File: config.mk
export PLATFORM = sky130hd
export DESIGN_NAME = ecc_inline_mapper
export DESIGN_NICKNAME = d
export VERILOG_FILES = /design/src/rtl/ecc_map_pkg.sv /design/src/rtl/ecc_map_cfg.sv /design/src/rtl/ecc_map_classify.sv /design/src/rtl/ecc_map_xlate.sv /design/src/rtl/ecc_map_lanes.sv /design/src/rtl/ecc_inline_mapper.sv
export SDC_FILE = /design/constraint.sdc
export NUM_CORES = 1
export LEC_CHECK = 0
export BUFFER_PORTS_ARGS = -buffer_cell sky130_fd_sc_hd__buf_2
export CORE_AREA = 4 4 147 255
export DETAILED_ROUTE_END_ITERATION = 16
export DIE_AREA = 0 0 151 259
export HOLD_SLACK_MARGIN = 0.02
export PLACE_DENSITY = 0.66
export SLEW_MARGIN = 20
export SYNTH_ARGS = -nofsm -noshare
export SYNTH_HDL_FRONTEND = slang
export SYNTH_SLANG_ARGS = --single-unit
File: constraint.sdc
create_clock -name clk -period 17.99 [get_ports clk]
set_input_delay 1.799 -clock clk [delete_from_list [all_inputs] [get_ports clk]]
set_output_delay 1.799 -clock clk [all_outputs]
set_load 0.03 [all_outputs]
File: src/rtl/ecc_map_pkg.sv
package ecc_map_pkg;
  typedef enum logic [1:0] {
    RGN_NONE = 2'b00,
    RGN_PROT = 2'b01,
    RGN_SHAD = 2'b10
  } region_e;
endpackage

File: src/rtl/ecc_map_cfg.sv
module ecc_map_cfg #(
  parameter int AW        = 32,
  parameter int GRAN_BITS = 16
) (
  input  logic          clk,
  input  logic          rst_n,
  input  logic          load_i,
  input  logic [AW-1:0] min_i,
  input  logic [AW-1:0] max_i,
  input  logic          sel_hi_i,
  output logic [AW-1:0] lo_q,
  output logic [AW-1:0] hi_q,
  output logic          sel_hi_q,
  output logic          reject_q
);
  localparam int UW = AW - GRAN_BITS;

  logic [UW-1:0] lo_up_q, hi_up_q;
  logic          bounds_aligned;
  logic          load_ok;

  assign bounds_aligned = ~|min_i[GRAN_BITS-1:0] && ~|max_i[GRAN_BITS-1:0];
  assign load_ok        = load_i && bounds_aligned;

  always_ff @(posedge clk or negedge rst_n) begin
    if (!rst_n) begin
      lo_up_q  <= '0;
      hi_up_q  <= '0;
      sel_hi_q <= 1'b1;
      reject_q <= 1'b0;
    end else begin
      reject_q <= load_i && !bounds_aligned;
      if (load_ok) begin
        lo_up_q  <= min_i[AW-1:GRAN_BITS];
        hi_up_q  <= max_i[AW-1:GRAN_BITS];
        sel_hi_q <= sel_hi_i;
      end
    end
  end

  assign lo_q = {lo_up_q, {GRAN_BITS{1'b0}}};
  assign hi_q = {hi_up_q, {GRAN_BITS{1'b0}}};
endmodule

File: src/rtl/ecc_map_classify.sv
module ecc_map_classify
  import ecc_map_pkg::*;
#(
  parameter int AW = 32
) (
  input  logic [AW-1:0] addr_i,
  input  logic [AW-1:0] lo_i,
  input  logic [AW-1:0] hi_i,
  output logic          in_prot_o,
  output logic          in_shad_o,
  output region_e       region_o
);
  logic [AW:0] span;
  logic [AW:0] shad_end;

  function automatic logic [AW:0] window_span(input logic [AW-1:0] lo, input logic [AW-1:0] hi);
    return (hi > lo) ? ({1'b0, hi} - {1'b0, lo}) : '0;
  endfunction

  assign span      = window_span(lo_i, hi_i);
  assign shad_end  = {1'b0, hi_i} + span;
  assign in_prot_o = (addr_i >= lo_i) && (addr_i < hi_i);
  assign in_shad_o = !in_prot_o && (addr_i >= hi_i) && ({1'b0, addr_i} < shad_end);

  always_comb begin
    if (in_prot_o)      region_o = RGN_PROT;
    else if (in_shad_o) region_o = RGN_SHAD;
    else                region_o = RGN_NONE;
  end
endmodule

File: src/rtl/ecc_map_xlate.sv
module ecc_map_xlate
  import ecc_map_pkg::*;
#(
  parameter int AW  = 32,
  parameter int SZW = 2
) (
  input  logic [AW-1:0]  addr_i,
  input  logic [AW-1:0]  lo_i,
  input  logic [AW-1:0]  hi_i,
  input  logic           sel_hi_i,
  input  region_e        region_i,
  input  logic [SZW-1:0] size_i,
  output logic [AW-1:0]  paddr_o,
  output logic [SZW-1:0] psize_o
);
  function automatic logic [AW-1:0] prot_phys(input logic [AW-1:0] a, input logic [AW-1:0] lo);
    return lo + ((a - lo) << 1);
  endfunction

  function automatic logic [AW-1:0] shad_phys(input logic [AW-1:0] a, input logic [AW-1:0] lo,
                                               input logic [AW-1:0] hi, input logic sel);
    return sel ? a : (lo + (a - hi));
  endfunction

  function automatic logic [SZW-1:0] widen(input logic [SZW-1:0] sz);
    return (sz == {SZW{1'b1}}) ? sz : sz + 1'b1;
  endfunction

  always_comb begin
    unique case (region_i)
      RGN_PROT: begin
        paddr_o = prot_phys(addr_i, lo_i);
        psize_o = widen(size_i);
      end
      RGN_SHAD: begin
        paddr_o = shad_phys(addr_i, lo_i, hi_i, sel_hi_i);
        psize_o = size_i;
      end
      default: begin
        paddr_o = addr_i;
        psize_o = size_i;
      end
    endcase
  end
endmodule

File: src/rtl/ecc_map_lanes.sv
module ecc_map_lanes #(
  parameter int DW  = 32,
  parameter int SZW = 2,
  parameter int PB  = 3
) (
  input  logic              prot_i,
  input  logic [PB-1:0]     off_i,
  input  logic [SZW-1:0]    size_i,
  input  logic [DW-1:0]     wr_word_i,
  input  logic [DW-1:0]     wr_chk_i,
  input  logic [2*DW-1:0]   rd_phys_i,
  output logic [2*DW-1:0]   wdata_o,
  output logic [2*DW/8-1:0] be_o,
  output logic [DW-1:0]     rd_data_o,
  output logic [DW-1:0]     rd_chk_o
);
  localparam int NL = DW / 8;
  localparam int PL = 2 * NL;
  localparam int OB = PB - 1;

  logic [NL-1:0]   sys_be;
  logic [PL-1:0]   prot_be;
  logic [2*DW-1:0] packed_w;

  function automatic logic [NL-1:0] sys_mask(input logic [OB-1:0] off, input logic [SZW-1:0] sz);
    logic [NL-1:0] m;
    m = '0;
    for (int i = 0; i < NL; i++) m[i] = ((i >> sz) == (int'(off) >> sz));
    return m;
  endfunction

  function automatic logic [PL-1:0] raw_mask(input logic [PB-1:0] off, input logic [SZW-1:0] sz);
    logic [PL-1:0] m;
    m = '0;
    for (int k = 0; k < PL; k++) m[k] = ((k >> sz) == (int'(off) >> sz));
    return m;
  endfunction

  assign sys_be = sys_mask(off_i[OB-1:0], size_i);

  for (genvar g = 0; g < NL; g++) begin : g_lane
    assign packed_w[16*g +: 8]   = wr_word_i[8*g +: 8];
    assign packed_w[16*g+8 +: 8] = wr_chk_i[8*g +: 8];
    assign prot_be[2*g]          = sys_be[g];
    assign prot_be[2*g+1]        = sys_be[g];
    assign rd_data_o[8*g +: 8]   = rd_phys_i[16*g +: 8];
    assign rd_chk_o[8*g +: 8]    = rd_phys_i[16*g+8 +: 8];
  end

  assign wdata_o = prot_i ? packed_w : {wr_word_i, wr_word_i};
  assign be_o    = prot_i ? prot_be  : raw_mask(off_i, size_i);
endmodule

File: src/rtl/ecc_inline_mapper.sv
module ecc_inline_mapper
  import ecc_map_pkg::*;
#(
  parameter int ADDR_W    = 32,
  parameter int DATA_W    = 32,
  parameter int GRAN_BITS = 16,
  localparam int NL  = DATA_W / 8,
  localparam int OB  = $clog2(NL),
  localparam int PB  = OB + 1,
  localparam int SZW = $clog2(PB + 1),
  localparam int PW  = 2 * DATA_W,
  localparam int PL  = 2 * NL
) (
  input  logic              clk,
  input  logic              rst_n,
  input  logic              cfg_load_i,
  input  logic [ADDR_W-1:0] cfg_min_i,
  input  logic [ADDR_W-1:0] cfg_max_i,
  input  logic              cfg_shadow_hi_i,
  output logic              cfg_reject_o,
  input  logic [ADDR_W-1:0] sys_addr_i,
  input  logic [SZW-1:0]    sys_size_i,
  input  logic [DATA_W-1:0] wr_word_i,
  input  logic [DATA_W-1:0] wr_chk_i,
  input  logic [PW-1:0]     rd_phys_i,
  output logic [1:0]        region_o,
  output logic [ADDR_W-1:0] phys_addr_o,
  output logic [SZW-1:0]    phys_size_o,
  output logic [PW-1:0]     phys_wdata_o,
  output logic [PL-1:0]     phys_be_o,
  output logic [DATA_W-1:0] rd_data_o,
  output logic [DATA_W-1:0] rd_chk_o
);
  logic [ADDR_W-1:0] win_lo, win_hi;
  logic              shad_sel_hi;
  logic              hit_prot, hit_shad;
  region_e           region_d;
  logic [ADDR_W-1:0] paddr_d;
  logic [SZW-1:0]    psize_d;
  logic [PW-1:0]     wdata_d;
  logic [PL-1:0]     be_d;
  logic [DATA_W-1:0] rdata_d, rchk_d;

  ecc_map_cfg #(.AW(ADDR_W), .GRAN_BITS(GRAN_BITS)) cfg_i (
    .clk(clk), .rst_n(rst_n), .load_i(cfg_load_i),
    .min_i(cfg_min_i), .max_i(cfg_max_i), .sel_hi_i(cfg_shadow_hi_i),
    .lo_q(win_lo), .hi_q(win_hi), .sel_hi_q(shad_sel_hi), .reject_q(cfg_reject_o)
  );

  ecc_map_classify #(.AW(ADDR_W)) cls_i (
    .addr_i(sys_addr_i), .lo_i(win_lo), .hi_i(win_hi),
    .in_prot_o(hit_prot), .in_shad_o(hit_shad), .region_o(region_d)
  );

  ecc_map_xlate #(.AW(ADDR_W), .SZW(SZW)) xl_i (
    .addr_i(sys_addr_i), .lo_i(win_lo), .hi_i(win_hi), .sel_hi_i(shad_sel_hi),
    .region_i(region_d), .size_i(sys_size_i), .paddr_o(paddr_d), .psize_o(psize_d)
  );

  ecc_map_lanes #(.DW(DATA_W), .SZW(SZW), .PB(PB)) ln_i (
    .prot_i(hit_prot), .off_i(sys_addr_i[PB-1:0]), .size_i(sys_size_i),
    .wr_word_i(wr_word_i), .wr_chk_i(wr_chk_i), .rd_phys_i(rd_phys_i),
    .wdata_o(wdata_d), .be_o(be_d), .rd_data_o(rdata_d), .rd_chk_o(rchk_d)
  );

  always_ff @(posedge clk or negedge rst_n) begin
    if (!rst_n) begin
      region_o     <= '0;
      phys_addr_o  <= '0;
      phys_size_o  <= '0;
      phys_wdata_o <= '0;
      phys_be_o    <= '0;
      rd_data_o    <= '0;
      rd_chk_o     <= '0;
    end else begin
      region_o     <= region_d;
      phys_addr_o  <= paddr_d;
      phys_size_o  <= psize_d;
      phys_wdata_o <= wdata_d;
      phys_be_o    <= be_d;
      rd_data_o    <= rdata_d;
      rd_chk_o     <= rchk_d;
    end
  end
endmodule

==> summary.txt, run 1 <==
Status
  • Status: finished clean

Power and ir drop
  • Internal power: a little over 800 µW
  • Clk network pwr share: 0.386
  • Logic gate share of total power: 0.200
  • Flop pwr share: 0.414
  • Switching power: ~360 µW
  • Leak: 8.353 nW
  • PD cells: 73.06 nW/µm²
  • VDD IR max: 47.83 µV
  • Net Sw Frac: 0.3040

Worst setup path
  • Crit. End Element: flop
  • Reg-to-Reg End: phys_addr_o[15]$_DFF_PN0_
  • Crit path launch type: flop
  • Largest stage delay, worst path: between 0.7 and 0.8 ns
  • Reg2reg start: cfg_i.lo_up_q[1]$_DFFE_PN0P_
  • FF-to-FF path depth: 26
  • Slowest cell on crit path: nor2_4
  • FF-to-FF setup slack: approximately 11 ns
  • Crit-path max FO: 31
  • Req. time, crit path: 18.39 ns
  • WP data arrival: 7.62 ns
  • Top cell by count, worst path: ha_1
  • Worst Setup Path Type: flop to flop

Logic synthesis
  • Post-synthesis cell area: 12990 µm²
  • Top cell type's share of synthesized area: 0.3948
  • Syn_nets: ~1.8k
  • Yosys reg bits: ~200
  • Synth cell types: 70
  • EDFF count, synth: 0
  • Commonest cells post-synth: nand2_1 (235), dfrtp_1 (205), ha_1 (136)
  • Largest cells by area after synthesis: dfrtp_1 (39%), ha_1 (13%), nand2_1 (6.8%), xnor2_1 (3.8%), o21ai_0 (3.4%)
  • Mapped Cells: 1418
  • Top_reg_cell synth: dfrtp_1
  • Syn avg cell area: 9.163 µm²
  • YS warnings: 0
  • Cell taking the most area after synthesis: dfrtp_1
  • FFs w/ async S/R, synth: 1.000
  • Top-count cell post-synth: nand2_1
  • Sequential share of the synthesized area: 0.3969

Timing
  • Setup TNS: 0 ns
  • Layout Skew: 0.02226 ns
  • Crit share post-route: 0.4017
  • Post-layout min period: between 7 and 8 ns
  • Relative slew slack: 0.3067
  • Final setup fails: 0
  • Actual slew at the worst max-slew pin: approximately 1 ns
  • Fin. Hold Viols: 0
  • Max Slew Vio Count: 0
  • RSZ-0062 raised after global routing: no
  • Max Clk Rate: 138.4 MHz

Job
  • Max Cap Viol: 0

Finish
  • Fill cell count: 3451
  • Area grow syn2layout: 24.70%
  • Nets: 2194
  • Layout cells sized above 1: 0.2523
  • Cell area after layout: approximately 16000 µm²

CTS
  • Clock latency on the worst-skew pair: approximately 0.52 ns
  • H-tree depth: 1
  • CTS tree: done
  • Post-CTS setup buffers: 0
  • Reg clk slew, reported paths: 0.07 ns
  • Clock Tree Buf Depth: 3
  • Clock Tree Root: clkbuf_16
  • Clock sink total: 206
  • Num CTS Buffers: 21
  • Hold_buf cts: 0
  • Cts repair resizes: 0

Placement
  • GPL Wtd Cong: 0.9662
  • Detailed placement HPWL: approximately 38000 µm
  • Total placed instance area: ~15000 µm²
  • I/O Buffers: 402

Global routing
  • Largest net degree at the start of global routing: 125
  • First-pass GRT wire length: between 60000 and 70000 µm
  • Initial antenna violation count: 8
  • Gr usage total: 0.2310
  • Vias in the first global route: 12.48k
  • Global route total overflow: 0

Detailed routing
  • Detailed Routing Iterations Pass 1: 6
  • Residual DRC count: 0
  • Drt total wl: 47010 µm
  • Routed via count: 12.03k
  • Antenna-violating nets left: 0
  • Initial DRC Count: approximately 610
  • Vias per Instance: 5.247
  • WL/cell: 20.50 µm

Floorplanning
  • Core Area: 35300 µm²
  • Die Ht: 259 µm
  • Die X: roughly 150 µm
  • Top-Level Pins: 403
  • Starting Density: 0.3681
  • Row cnt: 91
  • DIE AREA: 39110 µm²

Worst hold path
  • Hold depth: 2
  • Hold EP: cfg_i.lo_up_q[7]$_DFFE_PN0P_
  • Min-Delay Startpoint: cfg_i.lo_up_q[7]$_DFFE_PN0P_
  • Worst min path class: flop to flop
## power groups by stage
stage	combinational (mW)	clock (mW)	sequential, mW
5_1_grt	0.258	0.488	0.491
3_5_place_dp	0.237	0	0.499
3_3_place_gp	0.235	0	0.498
4_1_cts	0.238	0.473	0.490
6_report	0.237	0.457	0.490
2_1_floorplan	0.0955	0	0.542
## worst max-delay path by stage
stage | slack (ns) | end | start | depth (start not counted)
finish | 10.76 | phys_addr_o[15]$_DFF_PN0_ | cfg_i.lo_up_q[1]$_DFFE_PN0P_ | 26
global route | 10.42 | phys_addr_o[15]$_DFF_PN0_ | cfg_i.lo_up_q[1]$_DFFE_PN0P_ | 26
CTS | 10.58 | phys_addr_o[7]$_DFF_PN0_ | cfg_i.lo_up_q[1]$_DFFE_PN0P_ | 26
detailed placement | 10.60 | phys_addr_o[7]$_DFF_PN0_ | cfg_i.lo_up_q[1]$_DFFE_PN0P_ | 26
global placement | 10.75 | phys_addr_o[15]$_DFF_PN0_ | cfg_i.lo_up_q[1]$_DFFE_PN0P_ | 26
floorplan | 12.14 | phys_addr_o[2]$_DFF_PN0_ | cfg_i.lo_up_q[1]$_DFFE_PN0P_ | 27
## cell type report
type	instances	area (µm²)	area share
Antenna cell	5	12.51	0.0007723
Clock inverter	13	150.1	0.009267
Timing Repair Buffer	407	2063	0.1273
Tap cell	465	581.8	0.03591
Clock buffer	24	556.8	0.03437
Multi-Input combinational cell	1053	7231	0.4463
Inverter	120	450.4	0.02780
Sequential cell	206	5156	0.3182
## cells by family (layout without fill, tap and decap cells)
logic type	Yosys count	after routing	share of synthesized area
xor+xnor	86	86	0.05797
fa+ha+maj	155	155	0.1602
compound gates	344	344	0.1760
simple gates	464	464	0.1583
buf+inv	159	564	0.04738
other cells	0	5	0
flops	206	206	0.3969
mux	4	4	0.003178
## worst max-delay path: cells and delay by family (launching register included)
| family | cells | cell delay [ns] |
|---|---|---|
| and+or+nand+nor | 10 | 2.38 |
| xor gates and xnor gates | 1 | 0.14 |
| AOI/OAI and AO/OA | 10 | 2.70 |
| buffers and inverters | 2 | 0.53 |
| DFF | 1 | 0.42 |
| adders and majority gates | 3 | 0.92 |
## layer usage
layer	global-route usage	share of wire	up-vias
met5	0	0.00098	-
met4	0.09657	0.045	6
met3	0.04052	0.073	96
met2	0.4383	0.53	475
met1	0.2457	0.35	5749
li1	-	-	5705
## flip-flops by register name (all words and copies together), names as in the netlist
register	cells
rd_data_o	32
cfg_i.reject_q	1
rd_chk_o	32
region_o	2
cfg_i.sel_hi_q	1
phys_addr_o	32
phys_size_o	2
phys_wdata_o	64
cfg_i.hi_up_q	16
phys_be_o	8
cfg_i.lo_up_q	16
## layout by cell type (no fill, tap or decap), drive strengths merged, types with 5 or more instances in the layout
cell type,synthesis,final
nor3,23,23
a211o,6,6
nor2b,15,15
nand3,18,18
ha,136,136
a21o,31,31
nand2b,15,15
or3,10,10
o211ai,8,8
inv,117,123
o311ai,8,8
dfrtp,205,205
a31oi,12,12
nor2,91,91
o21ai,93,93
o21a,9,9
xor2,30,30
buf,7,407
fa,19,19
a211oi,11,11
nand2,235,235
nand4,16,16
o31ai,8,8
a21oi,81,81
and3,14,14
a221o,30,30
o21bai,11,11
clkbuf,32,24
a2111oi,6,6
diode,0,5
xnor2,56,56
and2,8,8
clkinv,3,6
nor4,10,10
## through the flow
| stage | instances | setup WS, ns | hold slack, ns | total power, mW | utilization |
|---|---|---|---|---|---|
| floorplan | 1418 | 12.14 | 0.5627 | 0.6376 | - |
| global placement | 2251 | 10.75 | 0.6005 | 0.7338 | 0.4383 |
| detailed placement | 2251 | 10.60 | 0.6160 | 0.7356 | 0.4384 |
| CTS | 2288 | 10.58 | 0.6341 | 1.201 | 0.4584 |
| global route | 2292 | 10.42 | 0.6705 | 1.238 | 0.4590 |
| finish | 2293 | 10.76 | 0.6317 | 1.184 | 0.4590 |
(Power assumes the default switching activity.)
==> inputs of run 2 (changes only) <==
--- a/config.mk
+++ b/config.mk
@@ -10,7 +10,7 @@
 export DETAILED_ROUTE_END_ITERATION = 16
 export DIE_AREA = 0 0 151 259
 export HOLD_SLACK_MARGIN = 0.02
-export PLACE_DENSITY = 0.66
+export PLACE_DENSITY = 0.69
 export SLEW_MARGIN = 20
 export SYNTH_ARGS = -nofsm -noshare
 export SYNTH_HDL_FRONTEND = slang
==> constraint.sdc (replaced) <==
create_clock -name clk -period 6.57 [get_ports clk]
set_input_delay 0.657 -clock clk [delete_from_list [all_inputs] [get_ports clk]]
set_output_delay 0.657 -clock clk [all_outputs]
set_load 0.03 [all_outputs]
==> summary.txt, run 2 (same netlist as run 1, synthesis figures left out) <==
Worst setup path
  • Buf/Inv on CP: 4
  • Worst Setup Path Type: flop to flop
  • Req. time, crit path: 6.95 ns
  • Crit-path max FO: 5
  • Crit path launch type: flop
  • Slowest cell on crit path: or3_1
  • WP data arrival: 6.58 ns
  • Crit. End Element: flop
  • Largest stage delay, worst path: 0.49 ns
  • Crit path max-delay family: compound AO/OA/AOI/OAI gates

Global routing
  • First-pass GRT wire length: 72330 µm
  • Gr usage total: 0.2430
  • Largest net degree at the start of global routing: 78
  • Initial antenna violation count: 8
  • Global route total overflow: 0
  • Vias in the first global route: 12.94k

Timing
  • Layout Skew: 0.02411 ns
  • Post-route setup slack: 0.3728 ns
  • Max Clk Rate: between 150 and 200 MHz
  • Final setup fails: 0
  • Final hold slack: 0.1609 ns
  • Max Slew Vio Count: 0
  • Relative slew slack: 0.2561
  • Actual slew at the worst max-slew pin: 1.088 ns
  • RSZ-0062 raised after global routing: no
  • Post-layout min period: 6.197 ns
  • Fin. Hold Viols: 0
  • Crit share post-route: 0.9433
  • Setup TNS: 0 ns

Placement
  • Place WS: -0.01865 ns
  • Total placed instance area: about 16000 µm²
  • Detailed placement HPWL: 40140 µm
  • Dpl cells: 2297
  • GPL Wtd Cong: 0.9977
  • I/O Buffers: 402

Finish
  • Cell Count, Final, Fillers Out: 2341
  • Most frequent cells in the layout: buf_2 (401), nand2_1 (234), dfrtp_1 (205)
  • Commonest non-fill, non-tap cell in the layout: buf_2
  • Area grow syn2layout: 27.18%
  • Cell area after layout: 16520 µm²
  • Largest Register: phys_wdata_o
  • Area of the multi-input gates: 7237 µm²
  • Nets: 2242
  • Seq. cell area: 5156 µm²
  • Layout cells sized above 1: 0.2711
  • Util after Layout: 0.4681
  • Number of flip-flops under the largest register name: 64
  • Fill cell count: between 3k and 4k

Floorplanning
  • Row cnt: slightly above 90
  • DIE AREA: just under 40000 µm²
  • Die Ht: 259 µm
  • Core Area: 35300 µm²
  • Top-Level Pins: 403
  • Starting Density: 0.3681
  • Die X: 151 µm

Detailed routing
  • Detailed Routing Iterations Pass 1: 5
  • Drt total wl: 49000 µm
  • Top Layer Used: met5
  • WL/cell: 20.93 µm
  • WL met3: 4083 µm
  • Initial DRC Count: 764
  • WL met2: around 26000 µm
  • Post-Route M1 WL: 16820 µm
  • Residual DRC count: 0
  • Vias per Instance: 5.240
  • Antenna-violating nets left: 0
  • Routed via count: 12.27k

Power and ir drop
  • Flop pwr share: 0.420
  • Clk network pwr share: 0.374
  • Internal power: 2.210 mW
  • Logic gate share of total power: 0.206
  • Net Sw Frac: 0.3069
  • Leak: 8.552 nW
  • Switching power: 978.9 µW
  • Total chip power: 3.189 mW
  • PD cells: 193.0 nW/µm²
  • VDD IR max: ~130 µV

CTS
  • CTS tree: done
  • H-tree depth: 1
  • Hold_buf cts: 0
  • Reg clk slew, reported paths: about 0.07 ns
  • Clock Tree Root: clkbuf_16
  • Clock sink total: 206
  • Clock latency on the worst-skew pair: between 0.5 and 0.6 ns
  • Clock Tree Buf Depth: 3
  • Num CTS Buffers: 20

Worst hold path
  • Worst min path class: input port to async pin

Status
  • Status: finished clean

Job
  • Max Cap Viol: 0
-- run 2: cell count changes in the layout (fill, tap and decap cells not counted), sizes merged --
cell and delta:
inv -1, buf +47, clkinvlp -1, nor2 +1
clkbuf +2, bufinv -1, diode +1
-- run 2: cell type report --
cell class | instances | area share
Inverter | 120 | 0.02726
Clock buffer | 25 | 0.03392
Tap cell | 465 | 0.03521
Clock inverter | 10 | 0.006285
Multi-Input combinational cell | 1054 | 0.4380
Antenna cell | 6 | 0.0009087
Timing Repair Buffer | 455 | 0.1464
Sequential cell | 206 | 0.3121
-- run 2: per-layer routing --
layer  vias to the layer above  track usage
met1                      5830       0.2571
li1                       5809            -
met5                         -            0
met4                         4       0.1051
met2                       515       0.4581
met3                       110      0.04611
-- run 2: worst paths after layout --
| kind | from | cells past startpoint | endpoint | slack [ns] |
|---|---|---|---|---|
| max | cfg_i.lo_up_q[15]$_DFFE_PN0P_ | 27 | phys_addr_o[30]$_DFF_PN0_ | 0.37 |
| min | rst_n | 1 | phys_wdata_o[56]$_DFF_PN0_ | 0.16 |
| max reg2reg | cfg_i.lo_up_q[15]$_DFFE_PN0P_ | 27 | phys_addr_o[30]$_DFF_PN0_ | 0.37 |
| min reg2reg | cfg_i.lo_up_q[6]$_DFFE_PN0P_ | 2 | cfg_i.lo_up_q[6]$_DFFE_PN0P_ | 0.63 |
| max in group asynchronous | rst_n | 2 | rd_chk_o[13]$_DFF_PN0_ | 5.09 |
| min in group clk | rd_phys_i[15] | 1 | rd_chk_o[7]$_DFF_PN0_ | 0.25 |
-- run 2: power groups by stage --
stage | clock (mW) | combinational, mW | sequential [mW]
detailed placement | 0 | 0.655 | 1.37
floorplan | 0 | 0.261 | 1.48
finish | 1.19 | 0.657 | 1.34
CTS | 1.22 | 0.657 | 1.34
global route | 1.27 | 0.714 | 1.34
global placement | 0 | 0.646 | 1.36
-- run 2: repair_timing --
action / in CTS / in global routing
hold endpoints to repair: 0 / 0
gates cloned: 1 / 0
gates resized for setup: 0 / 1
pin swaps: 1 / 1
endpoints found under the setup margin: 13 / 26
buffers inserted: 0 / 2
